--- config.mk ---
export PLATFORM = sky130hd
export DESIGN_NAME = burst_rd_ctrl
export DESIGN_NICKNAME = d
export VERILOG_FILES = /design/src/rtl/burst_rd_ctrl.sv
export SDC_FILE = /design/constraint.sdc
export NUM_CORES = 1
export LEC_CHECK = 0
export ABC_CLOCK_PERIOD_IN_PS = 1500
export BUFFER_PORTS_ARGS = -buffer_cell sky130_fd_sc_hd__buf_2
export CORE_UTILIZATION = 41
export DETAILED_ROUTE_END_ITERATION = 8
export GPL_ROUTABILITY_DRIVEN = 0
export PLACE_DENSITY = 0.76
export SYNTH_ARGS = -nofsm -noshare
export SYNTH_HDL_FRONTEND = slang
export SYNTH_SLANG_ARGS = --single-unit
--- constraint.sdc ---
create_clock -name clk -period 1.5 [get_ports clk]
set_input_delay 0.3 -clock clk [delete_from_list [all_inputs] [get_ports clk]]
set_output_delay 0.3 -clock clk [all_outputs]
set_load 0.02 [all_outputs]
--- src/rtl/burst_rd_ctrl.sv ---
module burst_rd_ctrl #(
  parameter int DATA_W    = 128,
  parameter int BURST_LEN = 64,
  parameter int ADDR_W    = 28,
  parameter int BL_W      = 7,
  parameter int CNT_W     = 7,
  parameter logic [ADDR_W-1:0] START_ADDR = '0,
  parameter logic [ADDR_W-1:0] STOP_ADDR  = 28'd785920
) (
  input  logic              clk,
  input  logic              rst,
  input  logic              start,
  output logic              cmd_en,
  output logic [BL_W-1:0]   cmd_bl,
  output logic [2:0]        cmd_instr,
  output logic [ADDR_W-1:0] cmd_addr,
  input  logic [CNT_W-1:0]  fifo_count,
  output logic              fifo_rd_en,
  input  logic [DATA_W-1:0] fifo_rd_data,
  output logic [DATA_W-1:0] out_data,
  output logic              out_valid,
  output logic              rd_end
);

  localparam int ADDR_STEP = BURST_LEN * DATA_W / 16;
  localparam int BEAT_W    = (BURST_LEN > 1) ? $clog2(BURST_LEN) : 1;

  typedef enum logic [2:0] {IDLE, CMD, WAIT_DATA, READ, DONE} state_t;

  state_t              state;
  logic [BEAT_W-1:0]   beat;
  logic [ADDR_W-1:0]   addr;
  logic                rd_q;

  wire burst_ready = (fifo_count == CNT_W'(BURST_LEN));
  wire last_beat   = (beat == BEAT_W'(BURST_LEN - 1));

  assign cmd_en     = (state == CMD);
  assign fifo_rd_en = (state == READ);
  assign rd_end     = (state == DONE);
  assign cmd_bl     = BL_W'(BURST_LEN - 1);
  assign cmd_instr  = 3'b001;
  assign cmd_addr   = addr;

  always_ff @(posedge clk) begin
    if (rst) begin
      state <= IDLE;
      beat  <= '0;
    end else begin
      case (state)
        IDLE:      if (start) state <= CMD;
        CMD:       state <= WAIT_DATA;
        WAIT_DATA: if (burst_ready) begin
                     state <= READ;
                     beat  <= '0;
                   end
        READ:      if (last_beat) state <= DONE;
                   else beat <= beat + 1'b1;
        DONE:      state <= IDLE;
        default:   state <= IDLE;
      endcase
    end
  end

  always_ff @(posedge clk) begin
    if (rst)
      addr <= START_ADDR;
    else if (state == CMD)
      addr <= (addr == STOP_ADDR) ? START_ADDR : addr + ADDR_W'(ADDR_STEP);
  end

  always_ff @(posedge clk) begin
    if (rst) begin
      rd_q      <= 1'b0;
      out_valid <= 1'b0;
      out_data  <= '0;
    end else begin
      rd_q      <= fifo_rd_en;
      out_valid <= rd_q;
      if (rd_q) out_data <= fifo_rd_data;
    end
  end

endmodule


* Word-level counts from Yosys, hierarchy flattened
Cells that the tools add are included.
Operators by class: $add $sub $neg 2, multiply operators 0, divide/modulo/power cells 0, order comparisons 0, eq/ne operators 11, shifts and indexed selects 0, multiplexer cells 8, bitwise gates (word level) 0, reduce and logical (&&, ||, !) cells 4
Operators with widths (number):
- $add A28 B10 Y28 const B | 1
- $eq A28 B20 Y1 const B | 1
- $mux W28 | 1
- $mux W6 | 2
- $pmux W3 S4 | 1
- $pmux W6 S2 | 1
- $mux W3 | 3
- $eq A7 B7 Y1 const B | 1
- $add A6 B1 Y6 const B | 1
- $eq A3 B2 Y1 const B | 2
- $eq A6 B6 Y1 const B | 1
- $ne A2 B2 Y1 const B | 3
- $reduce_and A3 Y1 | 2
- $eq A3 B1 Y1 const B | 1
- $eq A3 B3 Y1 const B | 1
- $logic_not A3 Y1 | 1
- $ne A2 B1 Y1 const B | 1
- $reduce_bool A2 Y1 | 1
Word-level totals: register bits 167, bits in latches 0, memory bits (writable) 0, ROM bits 0, input bits 138, word-level logic and storage cells 31, memories kept 0

* Longest topological paths before layout
Gate-level depths: netlist (run 1).
word-level depth 3, mapped depth 7, depth with buffers taken out 5

* Least setup slack after synthesis (run 1)
Ideal clock, no wire load.
kind reg2reg, start point register addr[12], in the netlist cmd_addr[12], end point register addr[12], in the netlist cmd_addr[12], setup time 115 ps, arrival time 1608 ps, data required time 1385 ps, path slack -223 ps, cell stages (with the launch flop) 6, path buffers 1, clock period less this slack 1723 ps, cells stage by stage dfxtp_1 > nand4_4 > nor4_1 > a41o_1 > buf_4 > nor2_1
Between the ends: word-level cells in the longest chain between the ends 2
Ends and longest elaborated chain:
- from (decl) | RTL line 32 | logic [ADDR_W-1:0] addr;
- from (signal assigned) | RTL line 69 | addr <= (addr == STOP_ADDR) ? START_ADDR : addr + ADDR_W'(ADDR_STEP);
- $add A28 B10 Y28 or $eq A28 B20 Y1 (tied branches) | RTL line 69
- $mux W28 * | RTL line 69
Every way passes the cells marked *; elsewhere a longest branch is shown, timed or not. A chain may end at the register's enable or synchronous reset.

* Worst setup path after layout (run 1)
start point register state[2], end point output fifo_rd_en
Between the ends: word-level cells in the longest chain between the ends 1
Ends and longest elaborated chain:
- from (decl) | RTL line 30 | state_t state;
- from (signal assigned) | RTL line 47 | state <= IDLE;
- from (signal assigned) | RTL line 51 | IDLE: if (start) state <= CMD;
- from (signal assigned) | RTL line 52 | CMD: state <= WAIT_DATA;
- $eq A3 B2 Y1 | RTL line 39 | assign fifo_rd_en = (state == READ);
- to (decl) | RTL line 18 | output logic fifo_rd_en,
Every way passes these cells.

==> flow_summary.toml, run 1 <==
[synthesis]
synth_edf_count = 0
yosys.area.top_type_share = 0.519
yosysWarnings = 0
ys_seq_area_frac = 0.519
synthesis.area_mm2 = 0.00610
synthArstFlopShare = 0
synthTopCellsByArea = "dfxtp_1 (52%), mux2i_1 (22%), nor2_1 (9.5%)"
yosysUniqueCellTypes = 44
avgSynthCellArea_um2 = 10.1
yosys.area.top_type = "dfxtp_1"
ys_ff_latch = 158
synthFlopType = "dfxtp_1"
ys_top_cells_by_count = "dfxtp_1 (158), nor2_1 (154), mux2i_1 (131)"
synthCells = 602
synth.most_common_cell = "dfxtp_1"

[clock_network]
htree_num_levels = 4
clock-sinks = 158
cts_buffer_depth = 2
ctsRootBufferMaster = "clkbuf_16"
clock_latency_ns = 0.41
cts_tree = "yes"
cts_hold_buf = 0
cts_buffers = 17
path_clk_slew_ns = 0.06

[die]
rows = 44
num_io_pins = 308
die_w_um = 124
initial_core_util = 0.420
fp.dieH_um = 124
core-area_mm2 = 0.0145
dieArea_mm2 = 0.0154

[power]
power_leakage_nw = 3.96
power_density_mw_per_mm2 = 1110
ir_drop_v = 0.000631

[routing]
firstDrtPassIters = 4
via_per_inst = 4.74
drtAntennaViolNets = 0
dr_total_vias = 5261
drt_iter0_drc = 192
routedWlPerCell_um = 13.5
routed_wl_um = 15000
drc_errors = 0

[critical_path]
crit_fanout = 5
criticalPathCategory = "flop to output pin"
arrival_ns = 1.34
start_kind = "flop"
critical_path_required_ns = 1.20
endpoint_kind = "output pin"

[placed_design]
placedInstanceArea_mm2 = 0.00791
placed_cells = 1068
dp_hpwl_um = 10600
numPortBuffers = 288
pre_cts_ws_ns = -0.0622

[layout]
drive_gt1_frac = 0.439
synthToLayoutAreaGrowth_pct = 44.3
layoutNonFillerInstCount = 1109
diodes = 0
nets = 1052
nFillCells = 1255
final_cell_area_mm2 = 0.00880

[global_routing]
grt_pass1_vias = 4597
grt.total_usage = 0.183
grt_pass1_wl_um = 21700
grt_max_degree = 70
antenna_found_initial = 0
overflow = 0

[sta]
setup_ws_ns = -0.138
hold_violations = 0
timing.setup.tns_ns = -0.371
fmax_mhz = 611
setup_viol = 8
fin_skew_ns = 0.00724
whs_ns = 0.120
min_period_ns = 1.64
rsz0062_at_grt = "true"
slew_violations = 0
period_share = 1.09

[run]
cap_violations = 0

[hold_path]
hold_class = "input pin to flop"

[run_status]
outcome = "finished with violations"
violations = "setup timing"
-- kinds of logic after synthesis --
logic type,after synthesis,synth area share
other cells,2,0.00123
simple gates,213,0.161
xor+xnor,13,0.0187
flops,158,0.519
fa+ha+maj,2,0.00410
mux,132,0.217
buf+inv,61,0.0550
compound gates,21,0.0240
-- cell usage in the layout (no fill, tap or decap), types with 4 or more instances in the layout --
cell       count
nor3_1         5
buf_12         8
dfxtp_1      142
nand2b_1       4
buf_4         30
nand4_1        5
clkbuf_16     17
a21oi_1        5
nor2_1       150
buf_2        284
mux2i_1      131
nand3_1        5
nor4_4         4
dfxtp_4        7
nand2_1        8
buf_6          8
bufinv_16      5
xnor2_1       10
conb_1        19
dfxtp_2        9
-- area by class of cell --
class | instances | area, um2 | share of cell area
clock buffers | 20 | 447 | 0.0508
inverters | 5 | 23.8 | 0.00270
well taps | 184 | 230 | 0.0262
clock inverters | 12 | 206 | 0.0235
multi-input cells | 400 | 2790 | 0.317
repair buffers | 330 | 1900 | 0.216
flip-flops and latches | 158 | 3200 | 0.364
-- layer usage --
metal	track usage	vias up	share of wire	wire length (um)
met5	0	-	0	0
met4	0.0759	0	0.018	274
met3	0.0582	20	0.068	1020
met2	0.307	187	0.50	7430
met1	0.216	2428	0.42	6280
li1	-	2626	-	-
-- final timing paths --
| kind | start | endpoint | slack, ns | depth (start not counted) |
|---|---|---|---|---|
| worst max-delay path | state[2]$_SDFFE_PP0P_ | fifo_rd_en | -0.14 | 5 |
| worst min-delay path | fifo_rd_data[110] | out_data[110]$_SDFFE_PP0P_ | 0.12 | 3 |
| worst max register to register | state[2]$_SDFFE_PP0P_ | beat[4]$_SDFFE_PP0P_ | -0.11 | 6 |
| worst min register to register | out_data[78]$_SDFFE_PP0P_ | out_data[78]$_SDFFE_PP0P_ | 0.48 | 2 |
-- critical path, cell delays in order (launching register included) --
cell,delay [ns]
dfxtp_2,0.32
buf_6,0.12
nand3b_1,0.19
buf_6,0.15
inv_4,0.04
buf_6,0.10
-- state kept, by name, summed over array words and instances, names as in the netlist --
register / count
beat: 6
cmd_addr: 19
out_data: 128
out_valid: 1
rd_q: 1
state: 3
-- report_power, final --
part / internal (mW) / total (mW) / switching [mW]
sequential: 4.25 / 4.29 / 0.0392
clock: 3.02 / 4.73 / 1.71
combinational: 0.343 / 0.735 / 0.391
total: 7.61 / 9.75 / 2.14
-- metrics by stage --
step | util | total power [mW]
6_report | 0.605 | 9.75
5_1_grt | 0.605 | 10.1
4_1_cts | 0.595 | 9.83
3_5_place_dp | 0.545 | 5.07
3_3_place_gp | 0.545 | 5.06
2_1_floorplan | - | 4.77
-- what timing repair did --
item | in CTS | in global routing
setup endpoints to repair | 10 | 24
setup buffers | 6 | 3
pin swaps | 3 | 14
gates resized for setup | 17 | 30
Note: power is estimated with default switching activity, not from simulation.
==> run 2, diff against run 1 <==
SKIP_LAST_GASP = 1   (was unset)
==> flow_summary.toml, run 2 (synthesis gave the netlist of run 1 again) <==
[run_status]
outcome = "finished with violations"
violations = "setup timing"

[clock_network]
path_clk_slew_ns = 0.06
clock_latency_ns = 0.41
cts_buffers = 17
cts_tree = "yes"
cts_buffer_depth = 2
clock-sinks = 158
ctsRootBufferMaster = "clkbuf_16"
htree_num_levels = 4

[routing]
dr_total_vias = 5250
drt_iter0_drc = 214
drtAntennaViolNets = 0
routedWlPerCell_um = 13.5
firstDrtPassIters = 4
via_per_inst = 4.73
routed_wl_um = 15000
drc_errors = 0

[global_routing]
grt.total_usage = 0.183
antenna_found_initial = 0
grt_pass1_wl_um = 21700
overflow = 0
grt_max_degree = 70
grt_pass1_vias = 4597

[critical_path]
crit_fanout = 5
slowest_delay_ns = 0.32
path_buf_inv = 4
cp_slowest_cell = "dfxtp_2"
crit_family = "buffers and inverters"
reg2reg_depth = 6
critical_path_required_ns = 1.20
crit_path_frequent_cell = "buf_6"
criticalPathCategory = "flop to output pin"
endpoint_kind = "output pin"
start_kind = "flop"
arrival_ns = 1.33
crit_path_cell_trace = "buf_6 > nand3b_1 > buf_6 > inv_4 > buf_6"
cp.depth = 5

[layout]
final_cell_area_mm2 = 0.00879
max_flop_register = "out_data"
diodes = 0
drive_gt1_frac = 0.435
utilization = 0.605
final_common_cell = "buf_2"
synthToLayoutAreaGrowth_pct = 44.1
nets = 1052
largest_register_ffs = 128
layout_common_cells = "buf_2 (284), nor2_1 (151), dfxtp_1 (144)"

[sta]
setup_ws_ns = -0.133
fin_skew_ns = 0.00740
slew_violations = 0
fmax_mhz = 612
timing.setup.tns_ns = -0.353
min_period_ns = 1.63
period_share = 1.09
rsz0062_at_grt = "true"
setup_viol = 9
hold_violations = 0

[placed_design]
dp_hpwl_um = 10600
placedInstanceArea_mm2 = 0.00791
numPortBuffers = 288

[die]
rows = 44
dieArea_mm2 = 0.0154
initial_core_util = 0.420
die_w_um = 124
core-area_mm2 = 0.0145
fp.dieH_um = 124
num_io_pins = 308

[power]
ir_drop_v = 0.000630
total_power_mw = 9.74
power_density_mw_per_mm2 = 1110
power_leakage_nw = 3.95

[hold_path]
holdPathStages = 3
hold_class = "input pin to flop"

[run]
cap_violations = 0
-- run 2: cell types whose count changed in the layout (fill, tap and decap cells not counted) --
cell	previous run	this run
dfxtp_1	142	144
dfxtp_2	9	7
nand3_1	5	6
nand3_2	2	1
nor2_1	150	151
nor2_2	2	1
-- run 2: layout make-up --
class	count	area (um2)
inverters	5	23.8
multi-input cells	400	2780
clock buffers	20	447
repair buffers	330	1900
flip-flops and latches	158	3200
clock inverters	12	206
well taps	184	230
fillers	1255	5750
-- run 2: per-stage QoR --
stage                     std cells  setup slack [ns]  hold WS [ns]
after detailed placement       1068           -0.0622         0.474
after global routing           1109            -0.192         0.104
after global placement         1068           -0.0550         0.467
final                          1109            -0.133         0.120
after CTS                      1106            -0.148         0.102
after floorplan                 619            0.0118         0.447
-- run 2: power by group --
part	leakage (nW)	total (mW)	switching (mW)	internal (mW)
combinational	2.36	0.733	0.390	0.343
sequential	1.28	4.29	0.0391	4.25
clock	0.312	4.72	1.70	3.02
-- run 2: final timing paths --
check / from / end / slack (ns)
worst max-delay path: state[2]$_SDFFE_PP0P_ / fifo_rd_en / -0.13
worst min-delay path: fifo_rd_data[110] / out_data[110]$_SDFFE_PP0P_ / 0.12
worst max register to register: state[2]$_SDFFE_PP0P_ / beat[4]$_SDFFE_PP0P_ / -0.10
worst min register to register: out_data[78]$_SDFFE_PP0P_ / out_data[78]$_SDFFE_PP0P_ / 0.48
-- run 2: worst reg2reg max path: stages (launching register included) --
cell	delay, ns
dfxtp_2	0.32
buf_6	0.12
nand3b_1	0.19
buf_4	0.16
or3_4	0.33
nor2b_4	0.14
a311oi_2	0.25
-- run 2: metal layers --
metal	track usage	vias to the layer above	wire, um
met4	0.0759	0	272
met3	0.0582	20	953
met1	0.216	2430	6320
li1	-	2627	-
met2	0.307	173	7410
met5	0	-	0
-- run 2: what timing repair did --
| item | in CTS | in global routing |
|---|---|---|
| buffers inserted | 6 | 3 |
| gates cloned | 0 | 0 |
| endpoints found under the setup margin | 10 | 24 |
| gates resized for setup | 16 | 27 |
| hold buffers | 0 | 0 |
| pin swaps | 3 | 14 |
